$ cat src/rtl/evt_timer16_pkg.sv
package evt_timer16_pkg;
  typedef enum logic [1:0] {
    MODE_TIMER = 2'b00,
    MODE_EVENT = 2'b01,
    MODE_PULSE = 2'b10,
    MODE_SPARE = 2'b11
  } mode_e;

  localparam int          AW       = 2;
  localparam logic [AW-1:0] ADDR_LO   = 2'd0;
  localparam logic [AW-1:0] ADDR_HI   = 2'd1;
  localparam logic [AW-1:0] ADDR_CTRL = 2'd2;
  localparam logic [AW-1:0] ADDR_STAT = 2'd3;

  localparam int CTRL_POL = 2;
  localparam int CTRL_RUN = 3;
  localparam int CTRL_SEL = 4;
endpackage

$ cat src/rtl/evt_timer16_prescale.sv
module evt_timer16_prescale #(
  parameter int STAGES = 16,
  localparam int SEL_W = $clog2(STAGES)
) (
  input  logic             clk,
  input  logic             rst_n,
  input  logic             run,
  input  logic [SEL_W-1:0] sel,
  output logic             tick
);
  logic [STAGES-1:0] div_q;
  logic [STAGES-1:0] mask;

  // mask has the low sel bits set; a tick comes when those bits are all ones
  for (genvar i = 0; i < STAGES; i++) begin : g_mask
    assign mask[i] = (int'(sel) > i);
  end

  always_ff @(posedge clk) begin
    if (!rst_n || !run) div_q <= '0;
    else                div_q <= div_q + 1'b1;
  end

  assign tick = run && ((div_q & mask) == mask);

  // with a divide ratio above one, ticks never come back to back
  p_tick_gap_r3: assert property (@(posedge clk) disable iff (!rst_n)
    (tick && sel != '0) |=> (!tick || sel == '0));

  // the edge that starts the prescaler is never itself a tick for S > 0
  p_first_tick_r3: assert property (@(posedge clk) disable iff (!rst_n)
    ($rose(run) && sel != '0) |-> !tick);
endmodule

$ cat src/rtl/evt_timer16_insync.sv
module evt_timer16_insync #(
  parameter int STAGES = 2
) (
  input  logic clk,
  input  logic rst_n,
  input  logic pin_i,
  output logic rise,
  output logic fall
);
  logic [STAGES:0] chain;
  logic            prev_q;

  assign chain[0] = pin_i;

  for (genvar i = 0; i < STAGES; i++) begin : g_sync
    always_ff @(posedge clk) begin
      if (!rst_n) chain[i+1] <= 1'b0;
      else        chain[i+1] <= chain[i];
    end
  end

  always_ff @(posedge clk) begin
    if (!rst_n) prev_q <= 1'b0;
    else        prev_q <= chain[STAGES];
  end

  assign rise = chain[STAGES] & ~prev_q;
  assign fall = ~chain[STAGES] & prev_q;

  // a detected rising edge is the pin seen high STAGES edges back
  p_rise_latency_r7: assert property (@(posedge clk) disable iff (!rst_n)
    rise |-> $past(pin_i, STAGES));

  // a detected falling edge is the pin seen low STAGES edges back
  p_fall_latency_r7: assert property (@(posedge clk) disable iff (!rst_n)
    fall |-> !$past(pin_i, STAGES));
endmodule

$ cat src/rtl/evt_timer16_core.sv
module evt_timer16_core
  import evt_timer16_pkg::*;
#(
  parameter int CW = 16
) (
  input  logic          clk,
  input  logic          rst_n,
  input  mode_e         mode,
  input  logic          pol,
  input  logic          run,
  input  logic          tick,
  input  logic          ev_rise,
  input  logic          ev_fall,
  input  logic          load_en,
  input  logic [CW-1:0] load_val,
  input  logic [CW-1:0] reload_val,
  input  logic          ovf_clr,
  output logic [CW-1:0] count,
  output logic          ovf,
  output logic          run_done
);
  localparam logic [CW-1:0] CNT_MAX = '1;

  logic act_edge, end_edge;
  logic meas_q, meas_nxt;
  logic inc;
  logic at_max;

  assign act_edge = pol ? ev_fall : ev_rise;
  assign end_edge = pol ? ev_rise : ev_fall;
  assign at_max   = (count == CNT_MAX);

  always_comb begin
    unique case (mode)
      MODE_EVENT: inc = run && act_edge;
      MODE_PULSE: inc = run && meas_q && tick && !end_edge;
      default:    inc = run && tick;
    endcase
  end

  always_comb begin
    if (!run || mode != MODE_PULSE) meas_nxt = 1'b0;
    else if (!meas_q)               meas_nxt = act_edge;
    else                            meas_nxt = !end_edge;
  end

  assign run_done = run && (mode == MODE_PULSE) && meas_q && end_edge;

  always_ff @(posedge clk) begin
    if (!rst_n) begin
      count  <= '0;
      ovf    <= 1'b0;
      meas_q <= 1'b0;
    end else begin
      if (load_en)  count <= load_val;
      else if (inc) count <= at_max ? reload_val : count + 1'b1;
      if (inc && at_max) ovf <= 1'b1;
      else if (ovf_clr)  ovf <= 1'b0;
      meas_q <= meas_nxt;
    end
  end

  // the flag holds until a clear request arrives
  p_ovf_sticky_r5: assert property (@(posedge clk) disable iff (!rst_n)
    (ovf && !ovf_clr) |=> ovf);

  // a stopped counter changes only through a load
  p_stopped_hold_r2: assert property (@(posedge clk) disable iff (!rst_n)
    (!run && !load_en) |=> $stable(count));

  // an ordinary advance adds exactly one
  p_step_r3: assert property (@(posedge clk) disable iff (!rst_n)
    (inc && !load_en && !at_max) |=> (count == $past(count) + 1'b1));

  // an advance from the top value reloads and raises the flag
  p_wrap_r4: assert property (@(posedge clk) disable iff (!rst_n)
    (inc && !load_en && at_max) |=> (count == $past(reload_val) && ovf));

  // no measurement is under way once run is low
  p_single_shot_r9: assert property (@(posedge clk) disable iff (!rst_n)
    !run |=> !meas_q);
endmodule

$ cat src/rtl/evt_timer16.sv
module evt_timer16
  import evt_timer16_pkg::*;
#(
  parameter int DW              = 8,
  parameter int PRESCALE_STAGES = 16,
  parameter int SYNC_STAGES     = 2,
  localparam int CW             = 2 * DW,
  localparam int SEL_W          = $clog2(PRESCALE_STAGES)
) (
  input  logic          clk,
  input  logic          rst_n,
  input  logic          bus_wr,
  input  logic          bus_rd,
  input  logic [AW-1:0] bus_addr,
  input  logic [DW-1:0] bus_wdata,
  output logic [DW-1:0] bus_rdata,
  input  logic          tmr_pin,
  output logic          tmr_irq
);
  logic [DW-1:0] ctrl_q;
  logic [CW-1:0] preload_q, preload_nxt;
  logic [DW-1:0] hi_snap_q;
  logic [CW-1:0] count;
  logic          ovf;
  logic          run_done;
  logic          tick, ev_rise, ev_fall;
  logic          wr_lo, wr_hi, wr_ctrl, wr_stat;
  logic          load_en, ovf_clr;
  logic          run_bit;
  mode_e         mode;

  assign wr_lo   = bus_wr && bus_addr == ADDR_LO;
  assign wr_hi   = bus_wr && bus_addr == ADDR_HI;
  assign wr_ctrl = bus_wr && bus_addr == ADDR_CTRL;
  assign wr_stat = bus_wr && bus_addr == ADDR_STAT;

  assign run_bit = ctrl_q[CTRL_RUN];
  assign mode    = mode_e'(ctrl_q[1:0]);

  always_comb begin
    preload_nxt = preload_q;
    if (wr_lo) preload_nxt[DW-1:0]  = bus_wdata;
    if (wr_hi) preload_nxt[CW-1:DW] = bus_wdata;
  end

  assign load_en = (wr_lo || wr_hi) && !run_bit;
  assign ovf_clr = wr_stat && bus_wdata[0];

  always_ff @(posedge clk) begin
    if (!rst_n) begin
      ctrl_q    <= '0;
      preload_q <= '0;
      hi_snap_q <= '0;
    end else begin
      preload_q <= preload_nxt;
      if (wr_ctrl)       ctrl_q <= bus_wdata;
      else if (run_done) ctrl_q[CTRL_RUN] <= 1'b0;
      if (bus_rd && bus_addr == ADDR_LO) hi_snap_q <= count[CW-1:DW];
    end
  end

  always_comb begin
    unique case (bus_addr)
      ADDR_LO:   bus_rdata = count[DW-1:0];
      ADDR_HI:   bus_rdata = hi_snap_q;
      ADDR_CTRL: bus_rdata = ctrl_q;
      default:   bus_rdata = {{(DW-1){1'b0}}, ovf};
    endcase
  end

  assign tmr_irq = ovf;

  evt_timer16_prescale #(.STAGES(PRESCALE_STAGES)) u_prescale (
    .clk   (clk),
    .rst_n (rst_n),
    .run   (run_bit),
    .sel   (ctrl_q[CTRL_SEL +: SEL_W]),
    .tick  (tick)
  );

  evt_timer16_insync #(.STAGES(SYNC_STAGES)) u_insync (
    .clk   (clk),
    .rst_n (rst_n),
    .pin_i (tmr_pin),
    .rise  (ev_rise),
    .fall  (ev_fall)
  );

  evt_timer16_core #(.CW(CW)) u_core (
    .clk        (clk),
    .rst_n      (rst_n),
    .mode       (mode),
    .pol        (ctrl_q[CTRL_POL]),
    .run        (run_bit),
    .tick       (tick),
    .ev_rise    (ev_rise),
    .ev_fall    (ev_fall),
    .load_en    (load_en),
    .load_val   (preload_nxt),
    .reload_val (preload_q),
    .ovf_clr    (ovf_clr),
    .count      (count),
    .ovf        (ovf),
    .run_done   (run_done)
  );

  // the end of a measurement drops the run bit unless software rewrites it
  p_run_selfclear_r8: assert property (@(posedge clk) disable iff (!rst_n)
    (run_done && !wr_ctrl) |=> !ctrl_q[CTRL_RUN]);

  // a high read right after a low read returns the byte captured by it
  p_snapshot_r10: assert property (@(posedge clk) disable iff (!rst_n)
    (bus_rd && bus_addr == ADDR_HI && $past(bus_rd && bus_addr == ADDR_LO))
      |-> (bus_rdata == $past(count[CW-1:DW])));

  // the request pin follows the status bit
  p_irq_matches_r4: assert property (@(posedge clk) disable iff (!rst_n)
    (bus_rd && bus_addr == ADDR_STAT) |-> (bus_rdata[0] == tmr_irq));
endmodule

$ cat config.mk
export PLATFORM = sky130hd
export DESIGN_NAME = evt_timer16
export DESIGN_NICKNAME = d
export VERILOG_FILES = /design/src/rtl/evt_timer16_pkg.sv /design/src/rtl/evt_timer16_prescale.sv /design/src/rtl/evt_timer16_insync.sv /design/src/rtl/evt_timer16_core.sv /design/src/rtl/evt_timer16.sv
export SDC_FILE = /design/constraint.sdc
export NUM_CORES = 1
export LEC_CHECK = 0
export BUFFER_PORTS_ARGS = -buffer_cell sky130_fd_sc_hd__buf_4
export CORE_UTILIZATION = 25
export DETAILED_ROUTE_END_ITERATION = 10
export PLACE_DENSITY_LB_ADDON = 0.15
export SYNTH_ARGS = -nofsm -noshare
export SYNTH_HDL_FRONTEND = slang
export SYNTH_SLANG_ARGS = --single-unit
$ cat constraint.sdc
create_clock -name clk -period 5.5 [get_ports clk]
set_input_delay 0.275 -clock clk [delete_from_list [all_inputs] [get_ports clk]]
set_output_delay 0.275 -clock clk [all_outputs]
set_load 0.01 [all_outputs]
# Word level (Yosys, flattened, before mapping)
# Cells that the tools add are included.
# totals
reg_bits	69
input_bits	15
elab_cells	84
# op_classes
addsub	2
n_lt_le_gt_ge	15
eq_ne	8
n_mux	14
bitwise_logic	6
n_reduce_logical	28
# op_table
op	n
$mux 16	3
$add 16x1->16 const B	2
$gt 4x4->1 const B	7
$pmux 8 s3	1
$logic_and 1x1->1	17
$and 16x15->16	1
$eq 16x15->1	1
$eq 16x16->1 const B	1
$gt 4x3->1 const B	4
$mux 8	2
$gt 4x1->1 const B	2
$gt 4x2->1 const B	2
$mux 1	7
$eq 2x2->1 const B	3
$reduce_bool 2->1	3
$eq 2x1->1 const B	2
$logic_not 1->1	3
$logic_or 1x1->1	3
$not 1->1	3
$and 1x1->1	2
$logic_not 2->1	1
$ne 2x2->1 const B	1
$pmux 1 s2	1
$reduce_or 2->1	1

# Longest topological paths before layout
# Gate-level depths: netlist of run 1.
# depth
depth_word	9
depth_mapped	8
ltp_nobuf	7

# Cells and area by module
# A second synthesis of run 1 with hierarchy kept.
# hier_totals
hier_cells	430
area_unflattened_um2	3880.0
# by_module_without_submodules
mod	n_inst	cells_per_inst	area_each_um2
evt_timer16	1	162	1640.3
evt_timer16_core	1	163	1356.3
evt_timer16_prescale	1	97	792.0
evt_timer16_insync	1	8	91.3

# Worst setup path after synthesis of run 1
# Ideal clock, no wire load.
# synth_timing
path_type	reg2reg
from	register u_core.count[0]
to	register u_core.count[11]
setup_ns	0.071
t_arrival_ns	2.021
path_slack_ns	3.408
stages_incl_launch_ff	9
path_buffers	1
synth_period_minus_slack_ns	2.092
path_cell_list	dfxtp_1 > ha_1 > nand3_1 > nor3_1 > nand2_1 > buf_2 > mux2i_1 > o32a_1 > a21oi_1
# synth_between
elab_chain_cells	4
elab_cells_between_ends	5
# synth_rtl
element	line	text
start: declaration	evt_timer16_core.sv:18	output logic [CW-1:0] count,
start signal: assignment	evt_timer16_core.sv:55	if (load_en) count <= load_val;
start signal: assignment	evt_timer16_core.sv:56	else if (inc) count <= at_max ? reload_val : count + 1'b1;
$add 16x1->16 / $eq 16x16->1 (equally long branches)	evt_timer16_core.sv:56, evt_timer16_core.sv:31	
$mux 16 * (2 in series)	evt_timer16_core.sv:56	
$mux 16 *	evt_timer16_core.sv:55	
# Every way passes the cells marked *; elsewhere a longest branch is shown, timed or not. The select of a mux whose other input is x is not followed.
# A chain may end at the register's enable or synchronous reset.

# Final worst setup path of run 1
# layout_timing
from	register u_core.count[0]
to	register u_core.count[1]
# The elaborated chain is that of the path after synthesis.

==> out/qor.yml, run 1 <==
logic_synthesis:
  ys_warn_count: 0
  synth_compound_area_share_pct: 18.56
  synthSimpleGateAreaFrac_pct: 22.61
  synth_area_mm2: 0.003552
  yosys_register_bits: 68
  synth_area_leader_cell: "dfxtp_1"
  synthXorXnorAreaFrac_pct: 4.192
  yosys.cell_types.count: 56
  ys_seq_area_share_pct: 38.32
  netlist.area_leader.share_pct: 38.32
  syn_inst: 424
  synth_nets: 441
  synthFlopType: "dfxtp_1"
  synth_top_family_by_area: "simple AND/OR/NAND/NOR gates"
  synth_edf_count: 0
  muxShareOfSynthArea_pct: 11.66
  async_flop_share_pct: 0
  synthAdderAreaFrac_pct: 0.7045
  synthTopCellsByArea: "dfxtp_1 (38%), mux2i_1 (11%), nor2_1 (5.4%), a21oi_1 (3.9%), nand2_1 (3.8%)"
  avgSynthCellArea_um2: 8.378
clock_tree:
  post_cts_buffers: 0
  clk_pin_slew_ps: 60
  cts_hold_buffers: 0
  clkSinkCount: 68
  clock_path_buffers: 2
  cts_buffers: 9
  root_buffer: "clkbuf_16"
  cts-resized-gates: 0
  htree_levels: 3
  clk_latency_ps: 340
  cts_tree: "yes"
sta:
  relSlewSlack_pct: 32.03
  worst_pin_slew_ps: 1016
  layout_worst_path_cycle_share_pct: 50.02
  min_period_ps: 2751
  finalSetupViolCount: 0
  rsz0062_at_grt: "no"
  clock_skew_ps: 10.56
  fin_setup_tns_ps: 0
  finalWorstSetupSlack_ps: 2749
  hold_violations: 0
  finalMaxSlewViolations: 0
  clock.fmax_mhz: 363.5
cells_and_area:
  antenna_cells: 0
  layout_commonest_cell: "dfxtp_1"
  nets: 453
  areaGrowthSynthToFinish_pct: 16.27
  final_cell_mix: "dfxtp_1 (68), nor2_1 (51), mux2i_1 (38)"
  layout-drive-gt1-share_pct: 10.93
run_status:
  status: "finished, final reports clean"
die:
  fp.dieArea_mm2: 0.01469
  die_w_um: 121.2
  die_h_um: 121.2
  core-area_mm2: 0.01388
  start_util_pct: 25.59
  ioPinCount: 24
  num_rows: 43
worst_setup_path:
  crit_start: "u_core.count[0]"
  cp_max_fo: 12
  cp_data_required_time_ps: 5760
  reg2reg_depth: 7
  worstSetupEndpointType: "flip-flop"
  critPathArrivalTime_ps: 3010
  worst_setup_path_start_kind: "flip-flop"
  criticalPathCategory: "flip-flop to flip-flop"
  r2r_end: "u_core.count[1]"
  r2r_slack_ps: 2750
  timing.rr.start: "u_core.count[0]"
detailed_routing:
  drt_first_pass_iters: 4
  wl_um: 10920
  vias_per_cell: 5.168
  drtIter0Drc: 226
  drc_errors: 0
  vias: 3199
  wire_per_inst_um: 17.64
  drtAntennaViolNets: 0
placed_design:
  gp_congestion: 0.8380
  place_ws_ps: 2858
  hpwl_um: 7733
  port_buffers: 23
global_routing:
  grt_max_degree: 46
  met3_usage_pct: 4.323
  grtUsageTotal_pct: 16.09
  antenna_found_initial: 0
  grt_first_pass_wirelength_um: 17600
  overflow: 0
  use_met1_pct: 19.87
  grt.busiest_layer: "met2"
  use_met2_pct: 26.86
  grt_pass1_vias: 3102
hold_path:
  holdPathEnd: "u_insync.chain[1]"
  hold_start: "tmr_pin"
  min_path_type: "input port to flip-flop"
  hold_depth: 2
job:
  maxCapViolCount: 0
power:
  vdd_drop_max_mv: 0.1545
  power_density_mw_per_mm2: 276.0
  cellLeakagePower_uw: 0.001483
cells in the mapped netlist (all sizes together) (2+ instances only):
master and instances:
a211oi 6, a21boi 2, a21oi 28, a221o 2
a221oi 4, a31oi 7, a41oi 3, and2 5
and3 5, and4 3, buf 6, clkbuf 17
dfxtp 68, ha 2, inv 12, mux2i 38
nand2 36, nand2b 5, nand3 24, nand3b 3
nand4 7, nor2 51, nor2b 4, nor3 9
nor4 3, o211ai 10, o21ai 18, o22ai 2
o311a 3, o32a 4, or3 5, xnor2 8
xor2 9
report_power, final:
group / internal (uW) / switching [uW]
Clock: 312 / 212
Combinational: 37.3 / 57.8
Sequential: 505 / 15.6
Total: 854 / 286
how the worst max path moves through the flow:
stage                       endpoint  cells past startpoint
floorplan           u_core.count[11]                      8
global placement     u_core.count[9]                      7
detailed placement   u_core.count[0]                      7
CTS                  u_core.count[1]                      7
global route         u_core.count[1]                      7
finish               u_core.count[1]                      7
state kept, by name (all words and copies together), names as in the netlist:
register and count:
ctrl_q 8, hi_snap_q 8, u_prescale.div_q 15, u_insync.prev_q 1, u_insync.chain 2, preload_q 16
u_core.ovf 1, u_core.meas_q 1, u_core.count 16
metal layers:
| layer | routed length (um) | up-vias |
|---|---|---|
| met5 | 0 | - |
| met4 | 135 | 0 |
| met3 | 466 | 8 |
| met2 | 5451 | 55 |
| met1 | 4867 | 1574 |
| li1 | - | 1562 |
worst max-delay path, cell delays in order, from the launching register on:
cell and delay, ps:
dfxtp_1 440, ha_1 270, nand3_1 220, nor3_1 490, nand2_1 560, mux2i_1 240
o32a_1 310, a21oi_1 130
layout make-up:
class                      instances  area, um2
tap                              180      225.2
multi-input combinational        320       2056
fill                            1492       9751
clock buffer                      12      246.5
sequential                        68       1361
timing repair buffer              24      180.2
clock inverter                     2      12.51
inverter                          13      48.80
cells by family (layout without fill, tap and decap cells):
group           count (synthesis)  after routing
xor+xnor                       17             17
compound gates                 96             96
buf+inv                        36             51
fa+ha+maj                       2              2
simple gates                  165            165
mux                            40             40
flops                          68             68
per-stage QoR:
| step | utilization [%] | power [uW] | hold slack (ps) | instances | area (um2) |
|---|---|---|---|---|---|
| 6_report | 29.75 | 1140 | 138.2 | 619 | 4130 |
| 4_1_cts | 29.75 | 1156 | 128.2 | 619 | 4130 |
| 5_1_grt | 29.75 | 1191 | 126.0 | 619 | 4130 |
| 3_3_place_gp | 27.89 | 627.0 | 418.5 | 605 | 3871 |
| 3_5_place_dp | 27.89 | 627.0 | 421.4 | 605 | 3871 |
| 2_1_floorplan | - | 589.1 | 402.3 | 424 | 3552 |
No activity file was read; power rests on OpenSTA's default activity.
==> run 2, diff against run 1 <==
clock period = 2.8 ns   (was 5.5 ns; I/O delays follow)
==> run 2 against run 1 <==
Compared with the run above:
- sequential power grew 96%
- die area did not move
- flip-flop and latch count unchanged
- register-to-register slack got worse by 2400 ps
- global-route usage shrank 0.24 points
- critical path depth is 1 higher
- critical path type unchanged
- critical endpoint is now u_core.count[9]
==> out/qor.yml, run 2 (same netlist as run 1, synthesis figures left out) <==
detailed_routing:
  vias: 3178  # -0.66%
  wl_um: 10820  # -0.96%
  wire_per_inst_um: 17.25  # -2.2%
  drtIter0Drc: 247  # +9.3%
  drt_first_pass_iters: 4  # unchanged
  vias_per_cell: 5.069  # -1.9%
  drc_errors: 0  # unchanged
  drtAntennaViolNets: 0  # unchanged
placed_design:
  dp.cells: 611  # +0.99%
  port_buffers: 23  # unchanged
  gp_congestion: 0.8302  # -0.93%
  hpwl_um: 8007  # +3.5%
  place_ws_ps: 398.0  # -2460 ps
sta:
  finalMaxSlewViolations: 0  # unchanged
  clock_skew_ps: 9.559  # -0.9960 ps
  layout_worst_path_cycle_share_pct: 87.52  # +38 points
  worst_pin_slew_ps: 909.4  # -106.5 ps
  finalWorstSetupSlack_ps: 349.4  # -2400 ps
  relSlewSlack_pct: 39.11  # +7.1 points
  rsz0062_at_grt: "no"
  fin_setup_tns_ps: 0  # unchanged
  min_period_ps: 2451  # -300.4 ps
  clock.fmax_mhz: 408.1  # +12%
  finalSetupViolCount: 0  # unchanged
  hold_violations: 0  # unchanged
  whs_ps: 89.69  # -48.47 ps
power:
  power_frac_seq_pct: 43.6  # -2.1 points
  vdd_drop_max_mv: 0.2788  # +80%
  combPwrFrac_pct: 8.3  # about the same
  p_int_uw: 1778  # +110%
  power_frac_clock_pct: 48.1  # +2.1 points
  power_density_mw_per_mm2: 556.5  # +100%
  p_sw_uw: 565.8  # +98%
  cellLeakagePower_uw: 0.001532  # +3.4%
  fin_total_pwr_uw: 2344  # +110%
  p_sw_share_pct: 24.14  # -0.91 points
clock_tree:
  root_buffer: "clkbuf_16"
  clk_latency_ps: 340  # about the same
  clk_pin_slew_ps: 60  # about the same
  htree_levels: 3  # unchanged
  cts_tree: "yes"
  cts_buffers: 9  # unchanged
  post_cts_buffers: 0  # unchanged
  clkSinkCount: 68  # unchanged
  clock_path_buffers: 2  # unchanged
global_routing:
  grt_max_degree: 25  # -46%
  antenna_found_initial: 0  # unchanged
  grt_pass1_vias: 3078  # -0.77%
  overflow: 0  # unchanged
  grtUsageTotal_pct: 15.84  # -0.24 points
  grt_first_pass_wirelength_um: 17380  # -1.2%
cells_and_area:
  fill_cells: 1510  # +1.2%
  areaGrowthSynthToFinish_pct: 18.56
  antenna_cells: 0  # unchanged
  largestRegisters: "preload_q x16, u_core.count x16, u_prescale.div_q x15"
  layout-drive-gt1-share_pct: 12.08  # +1.1 points
  layout_commonest_cell: "dfxtp_1"
  final_cell_mix: "dfxtp_1 (68), nor2_1 (51), mux2i_1 (38)"
  stdcell_count: 627  # +1.3%
  nets: 460  # +1.5%
run_status:
  status: "finished, final reports clean"
die:
  fp.dieArea_mm2: 0.01469  # unchanged
  die_h_um: 121.2  # unchanged
  ioPinCount: 24  # unchanged
  core-area_mm2: 0.01388  # unchanged
  start_util_pct: 25.59  # unchanged
  die_w_um: 121.2  # unchanged
  num_rows: 43  # unchanged
worst_setup_path:
  crit_family: "simple AND/OR/NAND/NOR gates"
  cp_num_buf_inv: 1  # +1
  worstSetupEndpointType: "flip-flop"
  worst_setup_path_start_kind: "flip-flop"
  cp_data_required_time_ps: 3070  # -2690 ps
  cp_max_fo: 12  # unchanged
  max_stage_delay_ps: 440  # -120 ps
  slowest_stage: "dfxtp_1"
  crit_chain: "ha_1 > nand3_1 > nor3_1 > buf_4 > nand2_1 > mux2i_1 > o32a_1 > a21oi_1"
  critPathArrivalTime_ps: 2720  # -290 ps
  criticalPathCategory: "flip-flop to flip-flop"
hold_path:
  min_path_type: "input port to flip-flop"
job:
  maxCapViolCount: 0  # unchanged
run 2: worst reg2reg max path, stage by stage, from the launching register on:
cell,delay [ps]
dfxtp_1,440
ha_1,280
nand3_1,230
nor3_1,190
buf_4,160
nand2_1,390
mux2i_1,240
o32a_1,300
a21oi_1,140
run 2: path summary, 6_finish.rpt:
check / from / endpoint / slack (ps) / depth (start not counted)
worst max-delay path: u_core.count[1] / u_core.count[9] / 350 / 8
worst min-delay path: bus_wdata[1] / ctrl_q[1] / 90 / 3
worst max register to register: u_core.count[1] / u_core.count[9] / 350 / 8
worst min register to register: u_insync.chain[1] / u_insync.chain[2] / 430 / 1
run 2: power by group through the flow:
| stage | combinational (uW) | clock, uW | sequential [uW] |
|---|---|---|---|
| after floorplan | 127 | 0 | 1030 |
| after global placement | 193 | 0 | 1040 |
| after detailed placement | 193 | 0 | 1040 |
| after CTS | 195 | 1160 | 1020 |
| after global routing | 212 | 1190 | 1030 |
| final | 194 | 1130 | 1020 |
run 2: cell type report:
type / instances / area (um2) / area share [%]
clock buffer: 13 / 250.2 / 5.942
clock inverter: 2 / 35.03 / 0.8318
inverter: 13 / 48.80 / 1.159
multi-input combinational: 320 / 2056 / 48.81
sequential: 68 / 1361 / 32.32
tap: 180 / 225.2 / 5.348
timing repair buffer: 31 / 235.2 / 5.585
run 2: timing repair:
| action | CTS | global route |
|---|---|---|
| hold buffers | 1 | 0 |
| endpoints found under the setup margin | 0 | 0 |
| endpoints found under the hold margin | 1 | 0 |
| gates resized for setup | 0 | 0 |
run 2: stage by stage:
stage	util, %	area, um2
after global routing	30.34	4212
after global placement	28.21	3916
after CTS	30.34	4212
final	30.34	4212
after detailed placement	28.21	3916
after floorplan	-	3552
run 2: metal layers:
metal	GRT usage [%]	up-vias	routed length [um]
met5	0	-	0
met4	6.019	0	135
met3	3.148	10	287
met2	26.04	46	5198
met1	20.34	1541	5194
li1	-	1581	-
